**src/rtl/gpint_pkg.sv**
```systemverilog
`timescale 1ns/1ps
package gpint_pkg;

   localparam int unsigned REG_W           = 32;
   localparam int unsigned LINES_PER_GROUP = 16;
   localparam int unsigned LINES_PER_FIELD = 4;
   localparam int unsigned FIELD_W         = 4;
   localparam int unsigned GRP_FIELD_W     = 4;
   localparam int unsigned PIN_FIELD_W     = 4;

   localparam logic [11:0] CFG_BASE  = 12'h200;
   localparam logic [11:0] MASK_BASE = 12'h240;
   localparam logic [11:0] PEND_BASE = 12'h260;
   localparam logic [11:0] SVC_ADDR  = 12'h284;
   localparam logic [11:0] SVCV_ADDR = 12'h288;

   typedef enum logic [FIELD_W-1:0] {
      TRIG_LVL_LO = 4'd0,
      TRIG_LVL_HI = 4'd1,
      TRIG_FALL   = 4'd2,
      TRIG_RISE   = 4'd4,
      TRIG_ANY    = 4'd6
   } trig_e;

   typedef struct packed {
      logic [GRP_FIELD_W-1:0] group;
      logic [PIN_FIELD_W-1:0] pin;
   } svc_t;

   // Decide whether one line meets its trigger condition this edge.
   function automatic logic trig_hit(input logic [FIELD_W-1:0] code,
                                     input logic now, input logic was);
      logic r;
      case (code)
         TRIG_LVL_LO: r = ~now;
         TRIG_LVL_HI: r = now;
         TRIG_FALL:   r = was & ~now;
         TRIG_RISE:   r = ~was & now;
         TRIG_ANY:    r = was ^ now;
         default:     r = 1'b0;
      endcase
      return r;
   endfunction

   // Lowest set index of a 16-bit vector (0 when empty).
   function automatic logic [PIN_FIELD_W-1:0] low_pin(input logic [LINES_PER_GROUP-1:0] v);
      logic [PIN_FIELD_W-1:0] r;
      r = '0;
      for (int p = LINES_PER_GROUP-1; p >= 0; p--) begin
         if (v[p]) r = PIN_FIELD_W'(p);
      end
      return r;
   endfunction

endpackage

```
**src/rtl/gpint_trig_field.sv**
```systemverilog
`timescale 1ns/1ps
module gpint_trig_field
   import gpint_pkg::*;
#(
   parameter int unsigned        LANES   = LINES_PER_FIELD,
   parameter logic [LANES-1:0]   LANE_EN = '1
) (
   input  logic [FIELD_W-1:0] code_i,
   input  logic [LANES-1:0]   now_i,
   input  logic [LANES-1:0]   was_i,
   output logic [LANES-1:0]   hit_o
);

   if (LANES == 0) begin : g_bad_lanes
      $error("gpint_trig_field: LANES must be nonzero");
   end

   for (genvar l = 0; l < LANES; l++) begin : g_lane
      if (LANE_EN[l]) begin : g_live
         assign hit_o[l] = trig_hit(code_i, now_i[l], was_i[l]);
      end else begin : g_dead
         assign hit_o[l] = 1'b0;
      end
   end

endmodule

```
**src/rtl/gpint_bank.sv**
```systemverilog
`timescale 1ns/1ps
module gpint_bank
   import gpint_pkg::*;
#(
   parameter logic [REG_W-1:0] LINE_EN = '1
) (
   input  logic             clk_i,
   input  logic             rst_ni,
   input  logic [REG_W-1:0] pins_i,
   input  logic             cfg_we_i,
   input  logic             mask_we_i,
   input  logic             pend_we_i,
   input  logic [REG_W-1:0] wdata_i,
   output logic [REG_W-1:0] cfg_o,
   output logic [REG_W-1:0] mask_o,
   output logic [REG_W-1:0] pend_o
);

   localparam int unsigned FIELDS = REG_W / LINES_PER_FIELD;

   function automatic logic [REG_W-1:0] field_keep(input logic [REG_W-1:0] lv);
      logic [REG_W-1:0] r;
      r = '0;
      for (int f = 0; f < int'(FIELDS); f++) begin
         if (|lv[f*LINES_PER_FIELD +: LINES_PER_FIELD]) r[f*FIELD_W +: FIELD_W] = '1;
      end
      return r;
   endfunction

   localparam logic [REG_W-1:0] CFG_KEEP = field_keep(LINE_EN);

   if (FIELDS * LINES_PER_FIELD != REG_W || FIELD_W * FIELDS != REG_W) begin : g_bad_geom
      $error("gpint_bank: trigger fields must tile the register word");
   end

   logic [REG_W-1:0] prev_q;
   logic [REG_W-1:0] cfg_q;
   logic [REG_W-1:0] mask_q;
   logic [REG_W-1:0] pend_q;
   logic [REG_W-1:0] hit;
   logic [REG_W-1:0] pend_clr;

   // Previous sample of the lines; edges compare against it.
   always_ff @(posedge clk_i) begin
      prev_q <= pins_i;
   end

   for (genvar f = 0; f < FIELDS; f++) begin : g_field
      gpint_trig_field #(
         .LANES   (LINES_PER_FIELD),
         .LANE_EN (LINE_EN[f*LINES_PER_FIELD +: LINES_PER_FIELD])
      ) u_field (
         .code_i (cfg_q[f*FIELD_W +: FIELD_W]),
         .now_i  (pins_i[f*LINES_PER_FIELD +: LINES_PER_FIELD]),
         .was_i  (prev_q[f*LINES_PER_FIELD +: LINES_PER_FIELD]),
         .hit_o  (hit[f*LINES_PER_FIELD +: LINES_PER_FIELD])
      );
   end

   assign pend_clr = pend_we_i ? wdata_i : '0;

   always_ff @(posedge clk_i or negedge rst_ni) begin
      if (!rst_ni) begin
         cfg_q  <= '0;
         mask_q <= LINE_EN;
         pend_q <= '0;
      end else begin
         if (cfg_we_i)  cfg_q  <= wdata_i & CFG_KEEP;
         if (mask_we_i) mask_q <= wdata_i & LINE_EN;
         pend_q <= ((pend_q & ~pend_clr) | hit) & LINE_EN;
      end
   end

   assign cfg_o  = cfg_q;
   assign mask_o = mask_q;
   assign pend_o = pend_q;

   AST_RESET_MASKS_ALL: assert property (@(posedge clk_i) !rst_ni |=> (mask_o == LINE_EN));
   AST_W1C_CLEARS: assert property (@(posedge clk_i) disable iff (!rst_ni) 1'b1 |=> ((pend_o & $past(pend_clr & ~hit)) == '0));
   AST_PEND_STICKY: assert property (@(posedge clk_i) disable iff (!rst_ni) 1'b1 |=> (($past(pend_o) & ~$past(pend_clr) & ~pend_o) == '0));

endmodule

```
**src/rtl/gpint_svc_arb.sv**
```systemverilog
`timescale 1ns/1ps
module gpint_svc_arb
   import gpint_pkg::*;
#(
   parameter int unsigned NUM_GROUPS = 10,
   localparam int unsigned NUM_LINES = NUM_GROUPS * LINES_PER_GROUP
) (
   input  logic                       clk_i,
   input  logic                       rst_ni,
   input  logic [NUM_LINES-1:0]       active_i,
   output logic                       valid_o,
   output logic [GRP_FIELD_W-1:0]     group_o,
   output logic [PIN_FIELD_W-1:0]     pin_o,
   output logic [LINES_PER_GROUP-1:0] onehot_o
);

   logic [NUM_GROUPS-1:0]             grp_any;
   logic [NUM_GROUPS*PIN_FIELD_W-1:0] grp_pin;
   logic [GRP_FIELD_W-1:0]            sel_grp;
   logic [PIN_FIELD_W-1:0]            sel_pin;
   logic                              any_hit;

   for (genvar g = 0; g < NUM_GROUPS; g++) begin : g_grp
      assign grp_any[g] = |active_i[g*LINES_PER_GROUP +: LINES_PER_GROUP];
      assign grp_pin[g*PIN_FIELD_W +: PIN_FIELD_W] =
         low_pin(active_i[g*LINES_PER_GROUP +: LINES_PER_GROUP]);
   end

   // Walk downward so the lowest group with work is the last one kept.
   always_comb begin
      any_hit = 1'b0;
      sel_grp = '0;
      sel_pin = '0;
      for (int g = int'(NUM_GROUPS) - 1; g >= 0; g--) begin
         if (grp_any[g]) begin
            any_hit = 1'b1;
            sel_grp = GRP_FIELD_W'(g);
            sel_pin = grp_pin[g*PIN_FIELD_W +: PIN_FIELD_W];
         end
      end
   end

   assign valid_o  = any_hit;
   assign group_o  = any_hit ? sel_grp + GRP_FIELD_W'(1) : '0;
   assign pin_o    = any_hit ? sel_pin : '0;
   assign onehot_o = any_hit ? (LINES_PER_GROUP'(1) << sel_pin) : '0;

   AST_SVC_ONEHOT: assert property (@(posedge clk_i) disable iff (!rst_ni) $onehot0(onehot_o));
   AST_SVC_NAMES_ACTIVE: assert property (@(posedge clk_i) disable iff (!rst_ni) valid_o |-> active_i[(32'(group_o) - 1) * LINES_PER_GROUP + 32'(pin_o)]);
   AST_SVC_IS_LOWEST: assert property (@(posedge clk_i) disable iff (!rst_ni) valid_o |-> ((active_i & ~({NUM_LINES{1'b1}} << ((32'(group_o) - 1) * LINES_PER_GROUP + 32'(pin_o)))) == '0));
   AST_IDLE_MEANS_EMPTY: assert property (@(posedge clk_i) disable iff (!rst_ni) (group_o == '0) |-> (active_i == '0));

endmodule

```
**src/rtl/gpint_ctrl.sv**
```systemverilog
`timescale 1ns/1ps
module gpint_ctrl
   import gpint_pkg::*;
#(
   parameter int unsigned NUM_GROUPS = 10,
   parameter int unsigned ADDR_W     = 12,
   localparam int unsigned NUM_LINES = NUM_GROUPS * LINES_PER_GROUP
) (
   input  logic                  clk_i,
   input  logic                  rst_ni,
   input  logic [NUM_LINES-1:0]  pins_i,
   input  logic                  bus_wr_i,
   input  logic [ADDR_W-1:0]     bus_addr_i,
   input  logic [REG_W-1:0]      bus_wdata_i,
   output logic [REG_W-1:0]      bus_rdata_o,
   output logic                  irq_o
);

   localparam int unsigned NUM_REGS  = (NUM_GROUPS + 1) / 2;
   localparam int unsigned PAD_LINES = NUM_REGS * REG_W;

   if (NUM_GROUPS < 1 || NUM_GROUPS > 15) begin : g_bad_groups
      $error("gpint_ctrl: NUM_GROUPS must lie in 1..15 to fit the group field");
   end
   if (ADDR_W < 12) begin : g_bad_addr
      $error("gpint_ctrl: ADDR_W must be at least 12");
   end

   function automatic logic [ADDR_W-1:0] word_addr(input logic [11:0] base, input int r);
      return ADDR_W'(base) + ADDR_W'(4 * r);
   endfunction

   logic [PAD_LINES-1:0]        pins_pad;
   logic [PAD_LINES-1:0]        cfg_flat;
   logic [PAD_LINES-1:0]        mask_flat;
   logic [PAD_LINES-1:0]        pend_flat;
   logic [NUM_LINES-1:0]        active;
   logic [NUM_REGS-1:0]         cfg_we;
   logic [NUM_REGS-1:0]         mask_we;
   logic [NUM_REGS-1:0]         pend_we;
   logic                        svc_valid;
   svc_t                        svc;
   logic [LINES_PER_GROUP-1:0]  svc_vec;

   if (PAD_LINES > NUM_LINES) begin : g_pad
      assign pins_pad = {{(PAD_LINES - NUM_LINES){1'b0}}, pins_i};
   end else begin : g_nopad
      assign pins_pad = pins_i;
   end

   for (genvar r = 0; r < NUM_REGS; r++) begin : g_reg
      localparam logic [REG_W-1:0] LINE_EN =
         ((r + 1) * REG_W <= NUM_LINES) ? {REG_W{1'b1}} : {{(REG_W/2){1'b0}}, {(REG_W/2){1'b1}}};

      assign cfg_we[r]  = bus_wr_i && (bus_addr_i == word_addr(CFG_BASE,  r));
      assign mask_we[r] = bus_wr_i && (bus_addr_i == word_addr(MASK_BASE, r));
      assign pend_we[r] = bus_wr_i && (bus_addr_i == word_addr(PEND_BASE, r));

      gpint_bank #(
         .LINE_EN (LINE_EN)
      ) u_bank (
         .clk_i     (clk_i),
         .rst_ni    (rst_ni),
         .pins_i    (pins_pad[r*REG_W +: REG_W]),
         .cfg_we_i  (cfg_we[r]),
         .mask_we_i (mask_we[r]),
         .pend_we_i (pend_we[r]),
         .wdata_i   (bus_wdata_i),
         .cfg_o     (cfg_flat[r*REG_W +: REG_W]),
         .mask_o    (mask_flat[r*REG_W +: REG_W]),
         .pend_o    (pend_flat[r*REG_W +: REG_W])
      );
   end

   assign active = pend_flat[NUM_LINES-1:0] & ~mask_flat[NUM_LINES-1:0];

   gpint_svc_arb #(
      .NUM_GROUPS (NUM_GROUPS)
   ) u_arb (
      .clk_i    (clk_i),
      .rst_ni   (rst_ni),
      .active_i (active),
      .valid_o  (svc_valid),
      .group_o  (svc.group),
      .pin_o    (svc.pin),
      .onehot_o (svc_vec)
   );

   assign irq_o = svc_valid;

   always_comb begin
      bus_rdata_o = '0;
      for (int r = 0; r < int'(NUM_REGS); r++) begin
         if (bus_addr_i == word_addr(CFG_BASE, r))  bus_rdata_o = cfg_flat[r*REG_W +: REG_W];
         if (bus_addr_i == word_addr(MASK_BASE, r)) bus_rdata_o = mask_flat[r*REG_W +: REG_W];
         if (bus_addr_i == word_addr(PEND_BASE, r)) bus_rdata_o = pend_flat[r*REG_W +: REG_W];
      end
      if (bus_addr_i == ADDR_W'(SVC_ADDR))  bus_rdata_o = REG_W'(svc);
      if (bus_addr_i == ADDR_W'(SVCV_ADDR)) bus_rdata_o = REG_W'(svc_vec);
   end

   AST_IRQ_TRACKS_SVC: assert property (@(posedge clk_i) disable iff (!rst_ni) irq_o == (svc.group != '0));

endmodule

```
**config.mk**
```make
export PLATFORM = sky130hd
export DESIGN_NAME = gpint_ctrl
export DESIGN_NICKNAME = d
export VERILOG_FILES = /design/src/rtl/gpint_pkg.sv /design/src/rtl/gpint_trig_field.sv /design/src/rtl/gpint_bank.sv /design/src/rtl/gpint_svc_arb.sv /design/src/rtl/gpint_ctrl.sv
export SDC_FILE = /design/constraint.sdc
export NUM_CORES = 2
export LEC_CHECK = 0
export ABC_AREA = 1
export CORE_MARGIN = 4
export CORE_UTILIZATION = 55
export CTS_CLUSTER_DIAMETER = 150
export DETAILED_ROUTE_END_ITERATION = 8
export DONT_BUFFER_PORTS = 1
export PLACE_DENSITY = 0.73
export SYNTH_ARGS = -nofsm -noshare
export SYNTH_HDL_FRONTEND = slang
export SYNTH_SLANG_ARGS = --single-unit
```
**constraint.sdc**
```tcl
create_clock -name clk_i -period 2.75 [get_ports clk_i]
set_clock_uncertainty 0.2 [all_clocks]
set_input_delay 0.1375 -clock clk_i [delete_from_list [all_inputs] [get_ports clk_i]]
set_output_delay 0.1375 -clock clk_i [all_outputs]
set_load 0.05 [all_outputs]
```
Word level (Yosys, flattened, before mapping)
Cells that the tools add are included.
{"block": "op_classes", "n_bitwise": 817, "mux": 375, "shifts": 1, "n_mul": 0, "addsub": 1, "div": 0, "order_cmp": 0, "n_reduce_logical": 65, "eq_ne": 177}
{"cell": "$pmux 1 s5", "n": 160}
{"cell": "$mux 4", "n": 182}
{"cell": "$mux 32", "n": 22}
{"cell": "$and 1x1->1", "n": 320}
{"cell": "$eq 4x3->1 const B", "n": 80}
{"cell": "$not 1->1", "n": 320}
{"cell": "$eq 12x10->1 const B", "n": 17}
{"cell": "$and 160x160->160", "n": 1}
{"cell": "$and 32x32->32", "n": 5}
{"cell": "$eq 4x1->1 const B", "n": 40}
{"cell": "$eq 4x2->1 const B", "n": 40}
{"cell": "$logic_not 4->1", "n": 40}
{"cell": "$not 160->160", "n": 1}
{"cell": "$not 32->32", "n": 5}
{"cell": "$or 32x32->32", "n": 5}
{"cell": "$reduce_or 16->1", "n": 10}
{"cell": "$xor 1x1->1", "n": 160}
{"cell": "$mux 16", "n": 1}
{"cell": "$shl 1x4->16 const A", "n": 1}
{"cell": "$logic_and 1x1->1", "n": 15}
{"cell": "$mux 1", "n": 10}
{"cell": "$add 4x1->4 const B", "n": 1}
{"block": "totals", "mem_bits_ro": 0, "wordCells": 1456, "ramBits": 0, "n_memories": 0, "latch_bits": 0, "out_inout_bits": 33, "ff_bits": 640, "inputBits": 207}

Longest topological paths before layout
{"block": "logic_depth", "word_depth": 31, "depth_mapped": 28, "mapped_depth_nobuf": 28}

Modules after synthesis
A second synthesis with hierarchy kept.
{"block": "unflattened", "cells_unflattened": 6892, "hier_area_um2": 46093.0}
{"module": "gpint_bank", "area_each_um2": 4548.1, "cells_each": 465, "seq_area_each_um2": 3083.0, "n_inst": 5}
{"module": "gpint_trig_field", "area_each_um2": 381.6, "cells_each": 70, "seq_area_each_um2": 0.0, "n_inst": 40}
{"module": "gpint_ctrl", "area_each_um2": 5645.4, "cells_each": 1237, "seq_area_each_um2": 0.0, "n_inst": 1}
{"module": "gpint_svc_arb", "area_each_um2": 2442.3, "cells_each": 530, "seq_area_each_um2": 0.0, "n_inst": 1}

Worst setup path before layout
Ideal clock, no wire load.
{"block": "synth_path", "path_type": "reg2out", "startpoint": "register g_reg[3].u_bank.mask_q[17]", "endpoint": "output bus_rdata_o[2]", "slack_ns": -0.335, "stages_incl_launch_ff": 15, "required_time_ns": 2.413, "arrival_ns": 2.748, "n_path_buf": 0, "cell_sequence": "dfstp_2 > or2_2 > nand2_1 > nor2_1 > nand2_2 > nor2_4 > inv_2 > nor2_1 > nand2_1 > nor2_1 > nand2_1 > nand2_1 > nor2_4 > inv_2 > o21ai_1"}
{"block": "synth_between", "elab_cells_between_ends": 26, "classes_between": "shift: 1; mux: 22; bitwise: 2; reduce/logical: 1"}
{"item": "from (decl)", "line_no": "gpint_bank.sv:38", "text": "logic [REG_W-1:0] mask_q;"}
{"item": "from (signal assigned)", "line_no": "gpint_bank.sv:69", "text": "if (mask_we_i) mask_q <= wdata_i & LINE_EN;"}
{"item": "$not 160->160 *", "line_no": "gpint_ctrl.sv:75", "text": "assign active = pend_flat[NUM_LINES-1:0] & ~mask_flat[NUM_LINES-1:0];"}
{"item": "$and 160x160->160 *", "line_no": "gpint_ctrl.sv:75"}
{"item": "$reduce_or 16->1 *", "line_no": "gpint_svc_arb.sv:24", "text": "assign grp_any[g] = |active_i[g*LINES_PER_GROUP +: LINES_PER_GROUP];"}
{"item": "$mux 1 * (8 in series)", "line_no": "gpint_svc_arb.sv:35", "text": "if (grp_any[g]) begin"}
{"item": "via irq_o", "line_no": "gpint_ctrl.sv:16", "text": "output logic irq_o"}
{"item": "$mux 4", "line_no": "gpint_svc_arb.sv:45", "text": "assign pin_o = any_hit ? sel_pin : '0;"}
{"item": "$mux 32", "line_no": "gpint_ctrl.sv:98", "text": "if (bus_addr_i == ADDR_W'(SVC_ADDR)) bus_rdata_o = REG_W'(svc);"}
{"item": "$mux 32 *", "line_no": "gpint_ctrl.sv:99", "text": "if (bus_addr_i == ADDR_W'(SVCV_ADDR)) bus_rdata_o = REG_W'(svc_vec);"}
{"item": "to (decl)", "line_no": "gpint_ctrl.sv:15", "text": "output logic [REG_W-1:0] bus_rdata_o,"}
Mark *: on every way through the listed nets, which the timed path passes. The rest lies on a longest branch.

Final worst setup path
{"block": "layout_path", "startpoint": "register g_reg[4].u_bank.mask_q[29]", "endpoint": "output bus_rdata_o[2]"}
{"block": "layout_between", "elab_chain_len": 29, "elab_cells_between_ends": 42, "classes_between": "shift: 1; mux: 38; bitwise: 2; reduce/logical: 1"}
{"item": "from (decl)", "line_no": "gpint_bank.sv:38"}
{"item": "from (signal assigned)", "line_no": "gpint_bank.sv:69"}
{"item": "$not 160->160 *", "line_no": "gpint_ctrl.sv:75"}
{"item": "$and 160x160->160 *", "line_no": "gpint_ctrl.sv:75"}
{"item": "$mux 4 (14 in series)", "line_no": "gpint_pkg.sv:50", "text": "if (v[p]) r = PIN_FIELD_W'(p);"}
{"item": "$mux 4 (10 in series)", "line_no": "gpint_svc_arb.sv:35"}
{"item": "$mux 4 / $shl 1x4->16 (equally long branches)", "line_no": "gpint_svc_arb.sv:45, gpint_svc_arb.sv:46"}
{"item": "$mux 32 / $mux 16 (equally long branches)", "line_no": "gpint_ctrl.sv:98, gpint_svc_arb.sv:46"}
{"item": "$mux 32 *", "line_no": "gpint_ctrl.sv:99"}
Mark *: on every way between the ends. The rest lies on a longest branch, timed or not.

==> impl_metrics.env <==
export IMPL_mostFrequentLayoutCells="nand2_1 (981), inv_1 (741), o21ai_0 (656)"
export IMPL_die_area_um2=73800
export IMPL_slew_headroom_pct=-15.6
export IMPL_stdcell_area_um2=51500
export IMPL_place_gp_congestion=1.01
export IMPL_numCtsBuffers=73
export IMPL_rsz0062_at_grt="yes"
export IMPL_syn_nets=5556
export IMPL_path_max_fanout=3
export IMPL_fill_cells=5103
export IMPL_drtPass1Iterations=8
export IMPL_yosys_area_share_simple_pct=19.8
export IMPL_endpoint_kind="output pin"
export IMPL_startpoint_type="register"
export IMPL_grt_pass1_wl_mm=208
export IMPL_synthDistinctLibCells=52
export IMPL_via_count=39721
export IMPL_avgSynthCellArea_um2=7.60
export IMPL_power_density_nw_per_um2=410
export IMPL_coreArea_um2=68700
export IMPL_synthMuxAreaShare_pct=0
export IMPL_viasPerCell=5.72
export IMPL_totalWireLength_mm=134
export IMPL_r2r_cells=5
export IMPL_grtUsageTotal_pct=35.0
export IMPL_cts_tree="built"
export IMPL_synth_seq_cells=640
export IMPL_leakagePower_nw=23.8
export IMPL_reg2reg_slack_ns=0.69
export IMPL_crit_end="bus_rdata_o[2]"
export IMPL_finalNetCount=6473
export IMPL_rows=96
export IMPL_synth_flop_cell="dfrtp_1"
export IMPL_routedWlPerCell_um=19.2
export IMPL_yosys_warnings=0
export IMPL_hp_class="in2async"
export IMPL_die_h_um=272
export IMPL_syn_area_um2=38200
export IMPL_layout_commonest_cell="nand2_1"
export IMPL_crit_start="g_reg[4].u_bank.mask_o[29]"
export IMPL_num_io_pins=240
export IMPL_port_buffers=0
export IMPL_synth_xor_area_share_pct=0
export IMPL_synthCells=5028
export IMPL_ir_drop_mv=0.555
export IMPL_violations="negative hold slack, max-slew violations, negative setup slack"
export IMPL_timing_rr_start="g_reg[3].u_bank.cfg_o[24]"
export IMPL_period_minus_slack_ns=3.86
export IMPL_worst_hold_slack_ns=-0.945
export IMPL_htreeDepth=3
export IMPL_setup_slack_ns=-1.11
export IMPL_finalSetupViolations=33
export IMPL_ant_nets=0
export IMPL_area_growth_pct=34.6
export IMPL_worst_slew_pin_slew_ns=1.73
export IMPL_grt_pass1_vias=38566
export IMPL_grt_max_degree=481
export IMPL_finalCritPeriodShare_pct=140
export IMPL_die_width_um=272
export IMPL_drv_slew=169
export IMPL_dpl_hpwl_mm=93.9
export IMPL_clockRootBuffer="clkbuf_16"
export IMPL_synth_edff_count=0
export IMPL_status="complete, but fails checks"
export IMPL_synthArstFlopShare_pct=75.0
export IMPL_timing_max_cap_violations=0
export IMPL_fmax_mhz=259
export IMPL_drc=0
export IMPL_synth_compound_area_share_pct=20.0
export IMPL_placed_area_um2=43800
export IMPL_overflow=0
export IMPL_hold_viol=451
export IMPL_synthAdderAreaFrac_pct=10.5
export IMPL_dp_slack_ns=-0.696
export IMPL_synth_top_family_by_area="compound AO/OA/AOI/OAI gates"
export IMPL_worstPathArrival_ns=3.52
export IMPL_worstReg2RegEnd="g_reg[3].u_bank.pend_o[27]"
export IMPL_drive_above_1_share_pct=21.8
export IMPL_path_class="reg2out"
export IMPL_antenna_found_initial=6
export IMPL_cp_data_required_time_ns=2.41
export IMPL_clk_pin_slew_ns=0.06
export IMPL_drtIter0Drc=4108
export IMPL_ys_seq_area_share_pct=40.3
export IMPL_cts_sinks=640
export IMPL_cts_buffer_depth=3
export IMPL_initial_core_util_pct=55.6
export IMPL_clkLatencyLatePin_ns=0.63
-- layer usage --
metal / global-route usage, % / up-vias / routed length (um)
li1: - / 18602 / -
met1: 45.1 / 18771 / 53100
met2: 57.7 / 1897 / 62100
met3: 5.46 / 447 / 10400
met4: 17.2 / 4 / 7880
met5: 0 / - / 26
-- synth_stat cells (14+ instances only) --
cell,instances,share of area [%]
a221oi_1,45,1.0
nand3_1,225,2.9
o211ai_1,105,2.1
a211oi_1,46,0.90
a31oi_1,39,0.64
nand2_2,17,0.28
clkbuf_1,122,1.2
nor3_1,28,0.37
nand4_1,20,0.33
nand2_1,1086,11
o21ai_0,674,8.8
inv_1,784,7.7
ha_1,321,11
nor2_1,406,4.0
o21ai_1,34,0.45
dfrtp_1,320,21
dfstp_2,160,11
o22ai_1,39,0.64
a2111oi_0,22,0.50
or2_2,14,0.23
o2111ai_1,82,1.9
dfxtp_1,160,8.4
inv_2,19,0.19
a21oi_1,146,1.9
-- how the worst min path moves through the flow --
stage                     slack [ns]  startpoint  cells past startpoint                   endpoint
final                          -0.94      rst_ni                      0   g_reg[1].u_bank.cfg_o[1]
after global routing           -0.96      rst_ni                      0   g_reg[0].u_bank.cfg_o[2]
after CTS                      -0.97      rst_ni                      0   g_reg[0].u_bank.cfg_o[2]
after detailed placement       -0.31      rst_ni                      0  g_reg[0].u_bank.pend_o[2]
after global placement         -0.31      rst_ni                      0  g_reg[0].u_bank.pend_o[7]
after floorplan                -0.36      rst_ni                      0   g_reg[0].u_bank.cfg_o[0]
-- kinds of logic after synthesis --
kind of cell,after synthesis
simple gates,1844
compound gates,1278
buf+inv,945
flops,640
fa+ha+maj,321
-- state kept, by name (all words and copies together) (netlist names) --
name,cells
g.u_bank.mask_o,160
g.u_bank.cfg_o,160
g.u_bank.pend_o,160
g.u_bank.prev_q,160
-- worst max-delay path, stage by stage, from the launching register on --
cell and delay (ns):
dfstp_2 0.54, inv_2 0.04, nand2_2 0.07, nand2_2 0.09
nor2_4 0.16, buf_4 0.14, nor3_4 0.04, o21ai_4 0.18
nand2_4 0.07, nand2_4 0.07, nand3_4 0.07, o311ai_4 0.09
nand2_2 0.13, nand3_2 0.09, nand2_2 0.08, nand2_2 0.07
nand2_1 0.04, nand2_1 0.07, nand2_2 0.06, nand2_4 0.12
nand4_1 0.24, o21ai_4 0.42
-- stage by stage --
stage / power [mW] / utilization (%) / setup TNS [ns] / std cells
CTS: 21.1 / 73.8 / -21.87 / 6899
global placement: 10.6 / 63.7 / -15.65 / 6412
floorplan: 10.3 / - / -0.327 / 5028
global route: 21.7 / 74.9 / -26.20 / 6939
finish: 21.1 / 74.9 / -21.72 / 6943
detailed placement: 10.6 / 63.7 / -14.82 / 6412
-- power by group --
part,switching (mW),leakage [nW],total [mW],internal (mW)
clock network,4.13,1.19,10.1,5.94
logic,0.766,16.0,1.36,0.593
registers,0.0866,6.63,9.64,9.55
total,4.99,23.8,21.1,16.1
-- cell type report --
| type | instances | area (um2) | share of cell area [%] |
|---|---|---|---|
| diodes | 7 | 17.5 | 0.0340 |
| clock buffers | 114 | 2190 | 4.25 |
| clock inverters | 21 | 243 | 0.472 |
| inverters | 807 | 3050 | 5.92 |
| multi-input cells | 3443 | 20600 | 40.1 |
| flip-flops and latches | 640 | 15400 | 30.0 |
| well taps | 931 | 1160 | 2.26 |
| repair buffers | 980 | 8770 | 17.0 |
-- repair_timing --
item | CTS | global route
setup endpoints to repair | 33 | 34
hold buffers | 328 | 1
resized for setup | 270 | 147
pin swaps | 91 | 91
hold endpoints to repair | 1120 | 481
buffers inserted | 28 | 41
cloned | 0 | 0
Note: power is estimated with default switching activity, not from simulation.
